### src/rtl/pwm_ppg_pkg.sv
package pwm_ppg_pkg;
  typedef enum logic [1:0] {
    MODE_IVL = 2'd0,
    MODE_PWM = 2'd1,
    MODE_PPG = 2'd2,
    MODE_RSV = 2'd3
  } tmr_mode_e;

  localparam logic [1:0] ADR_CMP0 = 2'd0;
  localparam logic [1:0] ADR_CMP1 = 2'd1;
  localparam logic [1:0] ADR_CTL  = 2'd2;
endpackage

### src/rtl/ppg_regs.sv
module ppg_regs #(
  parameter int unsigned W  = 8,
  parameter int unsigned AW = 2
) (
  input  logic          clk_i,
  input  logic          rst_ni,
  input  logic          wr_en_i,
  input  logic [AW-1:0] wr_addr_i,
  input  logic [W-1:0]  wr_data_i,
  input  logic          xfer_i,
  output logic [W-1:0]  cmp0_o,
  output logic [W-1:0]  cmp1_o,
  output logic [W-1:0]  shadow_o,
  output logic          buf_en_o
);
  import pwm_ppg_pkg::*;

  logic wr_cmp0, wr_cmp1, wr_ctl;

  assign wr_cmp0 = wr_en_i && (wr_addr_i == AW'(ADR_CMP0));
  assign wr_cmp1 = wr_en_i && (wr_addr_i == AW'(ADR_CMP1));
  assign wr_ctl  = wr_en_i && (wr_addr_i == AW'(ADR_CTL));

  always_ff @(posedge clk_i or negedge rst_ni) begin
    if (!rst_ni) begin
      shadow_o <= '0;
      cmp0_o   <= '0;
      cmp1_o   <= '0;
      buf_en_o <= 1'b0;
    end else begin
      if (wr_cmp0) shadow_o <= wr_data_i;
      // direct path only when buffering is off; transfer only when on
      if (wr_cmp0 && !buf_en_o) cmp0_o <= wr_data_i;
      else if (xfer_i)          cmp0_o <= shadow_o;
      if (wr_cmp1) cmp1_o <= wr_data_i;
      if (wr_ctl)  buf_en_o <= wr_data_i[0];
    end
  end
endmodule

### src/rtl/ppg_counter.sv
module ppg_counter #(
  parameter int unsigned W = 8
) (
  input  logic         clk_i,
  input  logic         rst_ni,
  input  logic         run_i,
  input  logic         tick_i,
  input  logic [1:0]   mode_i,
  input  logic [1:0]   len_i,
  input  logic [W-1:0] cmp0_i,
  input  logic [W-1:0] cmp1_i,
  input  logic         buf_en_i,
  output logic [W-1:0] cnt_o,
  output logic         ev_match_o,
  output logic         ev_start_o,
  output logic         xfer_o
);
  import pwm_ppg_pkg::*;

  localparam logic [W-1:0] CNT_MAX = {W{1'b1}};

  logic [W-1:0] mask, top, cnt_inc;
  logic         step, is_pwm, is_ppg, hit0, hit1, wrap;

  assign is_pwm = (mode_i == MODE_PWM);
  assign is_ppg = (mode_i == MODE_PPG);
  assign step   = run_i && tick_i;

  always_comb begin
    unique case (len_i)
      2'd1:    mask = CNT_MAX >> 2;
      2'd2:    mask = CNT_MAX >> 1;
      default: mask = CNT_MAX;
    endcase
  end

  assign top     = is_pwm ? mask : CNT_MAX;
  assign hit0    = (cmp0_i == '0) ? (cnt_o == top) : (cnt_o == cmp0_i);
  assign hit1    = (cmp1_i == '0) ? (cnt_o == CNT_MAX) : (cnt_o == cmp1_i);
  assign wrap    = (cnt_o == mask);
  assign cnt_inc = cnt_o + 1'b1;

  always_ff @(posedge clk_i or negedge rst_ni) begin
    if (!rst_ni) begin
      cnt_o <= '0;
    end else if (!run_i) begin
      cnt_o <= '0;
    end else if (step) begin
      if (is_pwm)      cnt_o <= cnt_inc & mask;
      else if (is_ppg) cnt_o <= hit1 ? '0 : cnt_inc;
      else             cnt_o <= hit0 ? '0 : cnt_inc;
    end
  end

  assign ev_match_o = step && hit0;
  assign ev_start_o = step && ((is_pwm && wrap) || (is_ppg && hit1));
  assign xfer_o     = ev_start_o && buf_en_i;
endmodule

### src/rtl/ppg_wave.sv
module ppg_wave (
  input  logic       clk_i,
  input  logic       rst_ni,
  input  logic       run_i,
  input  logic [1:0] mode_i,
  input  logic       ev_match_i,
  input  logic       ev_start_i,
  output logic       match_o,
  output logic       wave_o
);
  import pwm_ppg_pkg::*;

  logic wave_d;

  always_comb begin
    wave_d = wave_o;
    unique case (mode_i)
      MODE_PWM: begin
        if (ev_start_i)      wave_d = 1'b1;
        else if (ev_match_i) wave_d = 1'b0;
      end
      MODE_PPG: begin
        if (ev_start_i)      wave_d = 1'b1;
        else if (ev_match_i) wave_d = ~wave_o;
      end
      default: begin
        if (ev_match_i) wave_d = ~wave_o;
      end
    endcase
  end

  always_ff @(posedge clk_i or negedge rst_ni) begin
    if (!rst_ni) begin
      match_o <= 1'b0;
      wave_o  <= 1'b0;
    end else if (!run_i) begin
      match_o <= 1'b0;
      wave_o  <= 1'b0;
    end else begin
      match_o <= ev_match_i;
      wave_o  <= wave_d;
    end
  end
endmodule

### src/rtl/pwm_ppg_timer.sv
module pwm_ppg_timer #(
  parameter int unsigned CNT_W  = 8,
  parameter int unsigned ADDR_W = 2
) (
  input  logic              clk_i,
  input  logic              rst_ni,
  input  logic              run_i,
  input  logic              tick_i,
  input  logic [1:0]        mode_i,
  input  logic [1:0]        pwm_len_i,
  input  logic              wr_en_i,
  input  logic [ADDR_W-1:0] wr_addr_i,
  input  logic [CNT_W-1:0]  wr_data_i,
  output logic              match_o,
  output logic              wave_o
);
  logic [CNT_W-1:0] cmp0, cmp1, shadow, cnt;
  logic             buf_en, xfer, ev_match, ev_start;

  ppg_regs #(.W(CNT_W), .AW(ADDR_W)) u_regs (
    .clk_i     (clk_i),
    .rst_ni    (rst_ni),
    .wr_en_i   (wr_en_i),
    .wr_addr_i (wr_addr_i),
    .wr_data_i (wr_data_i),
    .xfer_i    (xfer),
    .cmp0_o    (cmp0),
    .cmp1_o    (cmp1),
    .shadow_o  (shadow),
    .buf_en_o  (buf_en)
  );

  ppg_counter #(.W(CNT_W)) u_cnt (
    .clk_i      (clk_i),
    .rst_ni     (rst_ni),
    .run_i      (run_i),
    .tick_i     (tick_i),
    .mode_i     (mode_i),
    .len_i      (pwm_len_i),
    .cmp0_i     (cmp0),
    .cmp1_i     (cmp1),
    .buf_en_i   (buf_en),
    .cnt_o      (cnt),
    .ev_match_o (ev_match),
    .ev_start_o (ev_start),
    .xfer_o     (xfer)
  );

  ppg_wave u_wave (
    .clk_i      (clk_i),
    .rst_ni     (rst_ni),
    .run_i      (run_i),
    .mode_i     (mode_i),
    .ev_match_i (ev_match),
    .ev_start_i (ev_start),
    .match_o    (match_o),
    .wave_o     (wave_o)
  );
endmodule

### config.mk
export PLATFORM = sky130hd
export DESIGN_NAME = pwm_ppg_timer
export DESIGN_NICKNAME = d
export VERILOG_FILES = /design/src/rtl/pwm_ppg_pkg.sv /design/src/rtl/ppg_regs.sv /design/src/rtl/ppg_counter.sv /design/src/rtl/ppg_wave.sv /design/src/rtl/pwm_ppg_timer.sv
export SDC_FILE = /design/constraint.sdc
export NUM_CORES = 1
export LEC_CHECK = 0
export BUFFER_PORTS_ARGS = -buffer_cell sky130_fd_sc_hd__buf_2
export CAP_MARGIN = 15
export CELL_PAD_IN_SITES_DETAIL_PLACEMENT = 2
export CELL_PAD_IN_SITES_GLOBAL_PLACEMENT = 2
export CORE_AREA = 4 4 88 122
export CTS_BUF_LIST = sky130_fd_sc_hd__clkbuf_2 sky130_fd_sc_hd__clkbuf_4 sky130_fd_sc_hd__clkbuf_8
export CTS_CLUSTER_DIAMETER = 60
export DETAILED_ROUTE_END_ITERATION = 12
export DIE_AREA = 0 0 92 126
export MAX_ROUTING_LAYER = met4
export PLACE_DENSITY_LB_ADDON = 0.1
export SLEW_MARGIN = 10
export SYNTH_ARGS = -nofsm -noshare
export SYNTH_HDL_FRONTEND = slang
export SYNTH_HIERARCHICAL = 1
export SYNTH_SLANG_ARGS = --single-unit
export TNS_END_PERCENT = 20
### constraint.sdc
create_clock -name clk_i -period 3.9 [get_ports clk_i]
set_input_delay 0.195 -clock clk_i [delete_from_list [all_inputs] [get_ports clk_i]]
set_output_delay 0.195 -clock clk_i [all_outputs]
set_load 0.02 [all_outputs]
==> flow_summary_export.csv <==
group,metric,value,unit
status,outcome,"finished, violations left",
status,violations,"negative hold slack",
routing,drc_errors,0,
cts,numCtsBuffers,5,
die,die_area,0.0116,mm²
yosys,async_flop_share,100,%
worst_setup_path,reg2reg_setup_slack,0.67,ns
yosys,synth_edf_count,0,
cts,postCtsHoldBufs,0,
cells_and_area,syn_to_final_growth,14.1,%
routing,viasPerCell,4.81,
worst_setup_path,rr_endpoint,"u_regs/cmp0_o[4]",
cts,cts_tree,"built",
die,core-area,0.00956,mm²
yosys,syn_nets,250,
place,gp_congestion,0.757,
die,fp-row-count,42,
sta,drv_slew,0,
routing,wl_per_cell,18.7,µm
cts,clk_pin_slew,0.08,ns
global_routing,grt.total_usage,13.5,%
sta,timing.final.crit_share,82.9,%
yosys,seq_area_frac_synth,37.1,%
cts,cts-htree-levels,2,
power_and_ir_drop,leakagePower,1.04,nW
yosys,yosys.area_share.simple,18.0,%
worst_setup_path,cp_slowest_cell,"a211oi_2",
routing,ant_nets,0,
die,start_util,24.7,%
power_and_ir_drop,irDropWorstVdd,0.175,mV
sta,fmax,309,MHz
die,die_h,126,µm
sta,setup_viol,0,
worst_setup_path,crit_fanout,8,
cts,post_cts_buffers,0,
worst_setup_path,reg2reg_depth,8,
sta,max-slew-margin-rel,43.4,%
worst_setup_path,critical_path_class,"reg -> reg",
yosys,synth_top_area_share,37.1,%
worst_setup_path,timing.rr.start,"u_regs/cmp1_o[1]",
yosys,ys_seq_elements,35,
cells_and_area,fin_area,0.00269,mm²
worst_setup_path,path_cells,"nor4_4 > nand2_2 > o22ai_1 > o2111ai_2 > or2_1 > a211oi_2 > mux2_2 > mux2_4",
sta,rsz0062_at_grt,"no",
sta,post-route-min-period,3.23,ns
place,numPortBuffers,20,
routing,wl,7090,µm
yosys,synth.cell_area,0.00236,mm²
cts,clock-root-buffer,"clkbuf_8",
yosys,synth_top_area_cell,"dfrtp_1",
yosys,synthTopCellsByArea,"dfrtp_1 (37%), mux2_2 (12%), mux2_4 (5.1%), xnor2_1 (4.1%), a22oi_1 (2.5%)",
yosys,synth_mux_area_share,17.0,%
yosys,avgSynthCellArea,10.4,µm²
sta,tightest_slew,0.850,ns
yosys,synthXorXnorAreaFrac,6.31,%
power_and_ir_drop,power.density,389,mW/mm²
global_routing,grt_pass1_wl,11600,µm
place,dp_hpwl,5440,µm
place,placed_area,0.00260,mm²
cells_and_area,drive_above_1_share,33.1,%
global_routing,grt_pass1_vias,2033,
sta,finClkSkew,0.00728,ns
sta,tns,0,ns
cts,cts_sinks,35,
yosys,ys_warn_count,6,
routing,drtIter0Drc,50,
global_routing,grt_overflow,0,
flow_run,drv_cap,0,
sta,hold_violations,3,
yosys,synthCells,227,
cts,ctsResizeCount,0,
worst_hold_path,hold_path.class,"in -> async",
yosys,synth-compound-area-share,16.0,%
yosys,synth_top_family_by_area,"simple AND/OR/NAND/NOR gates",
global_routing,grt_antenna_before_repair,0,
worst_setup_path,critPathCaptureType,"flop",
routing,vias,1827,
die,die_w,92,µm
cts,cts_buffer_depth,2,
die,ios,21,
yosys,yosys.cell_types.count,49,
cts,insertion_delay,0.30,ns
yosys,synth_ff_type,"dfrtp_1",
worst_setup_path,cp.arrival,3.42,ns
routing,dr.pass1.iters,4,
yosys,synth_fa_ha_area_share,2.12,%
global_routing,grt_max_degree,36,
cells_and_area,antenna_cells,0,
worst_setup_path,critPathMaxStageDelay,0.61,ns
sta,hold_ws,-0.00347,ns
cells_and_area,final_core_util,28.1,%
cells_and_area,final_net_count,270,
worst_setup_path,cp-start-kind,"flop",
worst_setup_path,required,4.08,ns
critical path, delay by kind of cell, from the launching register on:
family,cells,cell delay [ns]
compound gates,3,1.13
simple gates,3,0.89
mux,2,0.66
flops,1,0.45
per-stage QoR:
step | power [mW] | std cells | setup slack (ns)
after CTS | 1.07 | 380 | 0.627
after global placement | 0.770 | 372 | 0.686
after floorplan | 0.687 | 227 | 1.18
after global routing | 1.13 | 380 | 0.375
after detailed placement | 0.779 | 372 | 0.647
final | 1.05 | 380 | 0.665
kinds of logic after synthesis:
family / Yosys count
and+or+nand+nor: 69
AOI/OAI and AO/OA: 51
DFF: 35
muxes: 33
buffers and inverters: 18
xor gates and xnor gates: 17
adders and majority gates: 4
worst max-delay path by stage:
stage | start | endpoint | cells past startpoint | slack [ns]
6_report | u_regs/cmp1_o[1] | u_regs/cmp0_o[4] | 8 | 0.67
5_1_grt | u_regs/cmp1_o[1] | u_regs/cmp0_o[6] | 8 | 0.37
4_1_cts | u_regs/cmp1_o[1] | u_regs/cmp0_o[4] | 8 | 0.63
3_5_place_dp | u_regs/cmp1_o[1] | u_regs/cmp0_o[5] | 8 | 0.65
3_3_place_gp | u_regs/cmp1_o[1] | u_regs/cmp0_o[1] | 8 | 0.69
2_1_floorplan | u_regs/cmp1_o[1] | u_regs/cmp0_o[0] | 9 | 1.18
cell type report:
| cell class | instances | area (µm²) |
|---|---|---|
| repair buffers | 25 | 138 |
| clock buffers | 6 | 76.3 |
| fillers | 1089 | 6870 |
| inverters | 6 | 22.5 |
| flip-flops and latches | 35 | 876 |
| multi-input cells | 174 | 1400 |
| clock inverters | 2 | 12.5 |
| well taps | 132 | 165 |
Yosys cell counts (all sizes together) (2+ instances only):
master and count:
dfrtp 35, nand3b 4, nand4 3, o31ai 2, or2 2, nand2 14
buf 6, a22oi 8, nor4 4, o22ai 5, o2111ai 4, nor2b 3
xor2 6, a31oi 4, o21ai 11, nor3 2, nor2 16, a211oi 2
nand2b 3, clkbuf 6, and2 4, xnor2 11, nor4bb 4, inv 6
a21oi 10, nand3 5, nor3b 2, mux2 33, ha 4
power breakdown:
part | internal (mW) | leakage, nW | switching (mW)
Clock | 0.132 | 0.0446 | 0.151
Combinational | 0.148 | 0.566 | 0.122
Sequential | 0.420 | 0.434 | 0.0746
Total | 0.700 | 1.04 | 0.348
cells in the final DEF, fill, tap and decap left out, types with 2 or more instances in the layout:
cell and count:
dfrtp_1 35, mux2_2 25, buf_2 20, nor2_1 15
nand2_1 13, xnor2_1 11, o21ai_0 11, a21oi_1 10
a22oi_1 8, mux2_4 8, inv_1 6, xor2_1 6
clkbuf_8 5, nand3_1 5, buf_4 5, nor4bb_1 4
o22ai_1 4, nand3b_1 4, ha_1 4, nor4_2 3
and2_1 3, a31oi_1 3, nand4_1 3, nand2b_1 3
nor2b_1 3, o2111ai_1 3, nor3_1 2, o31ai_1 2
per-layer routing:
| metal | up-vias | routed length (µm) | GRT usage [%] | part of all wire, % |
|---|---|---|---|---|
| met5 | - | 0 | - | 0 |
| met4 | 0 | 87 | 3.67 | 1.2 |
| met3 | 6 | 137 | 2.27 | 1.9 |
| met2 | 20 | 3820 | 24.2 | 54 |
| met1 | 919 | 3050 | 15.3 | 43 |
| li1 | 882 | - | - | - |
state kept, by name, indices dropped and copies added, names as in the netlist:
name / flops
u_wave/match_o: 1
u_cnt/cnt_o: 8
u_regs/shadow_o: 8
u_regs/cmp0_o: 8
u_wave/wave_o: 1
u_regs/buf_en_o: 1
u_regs/cmp1_o: 8
Note: power is estimated with default switching activity, not from simulation.
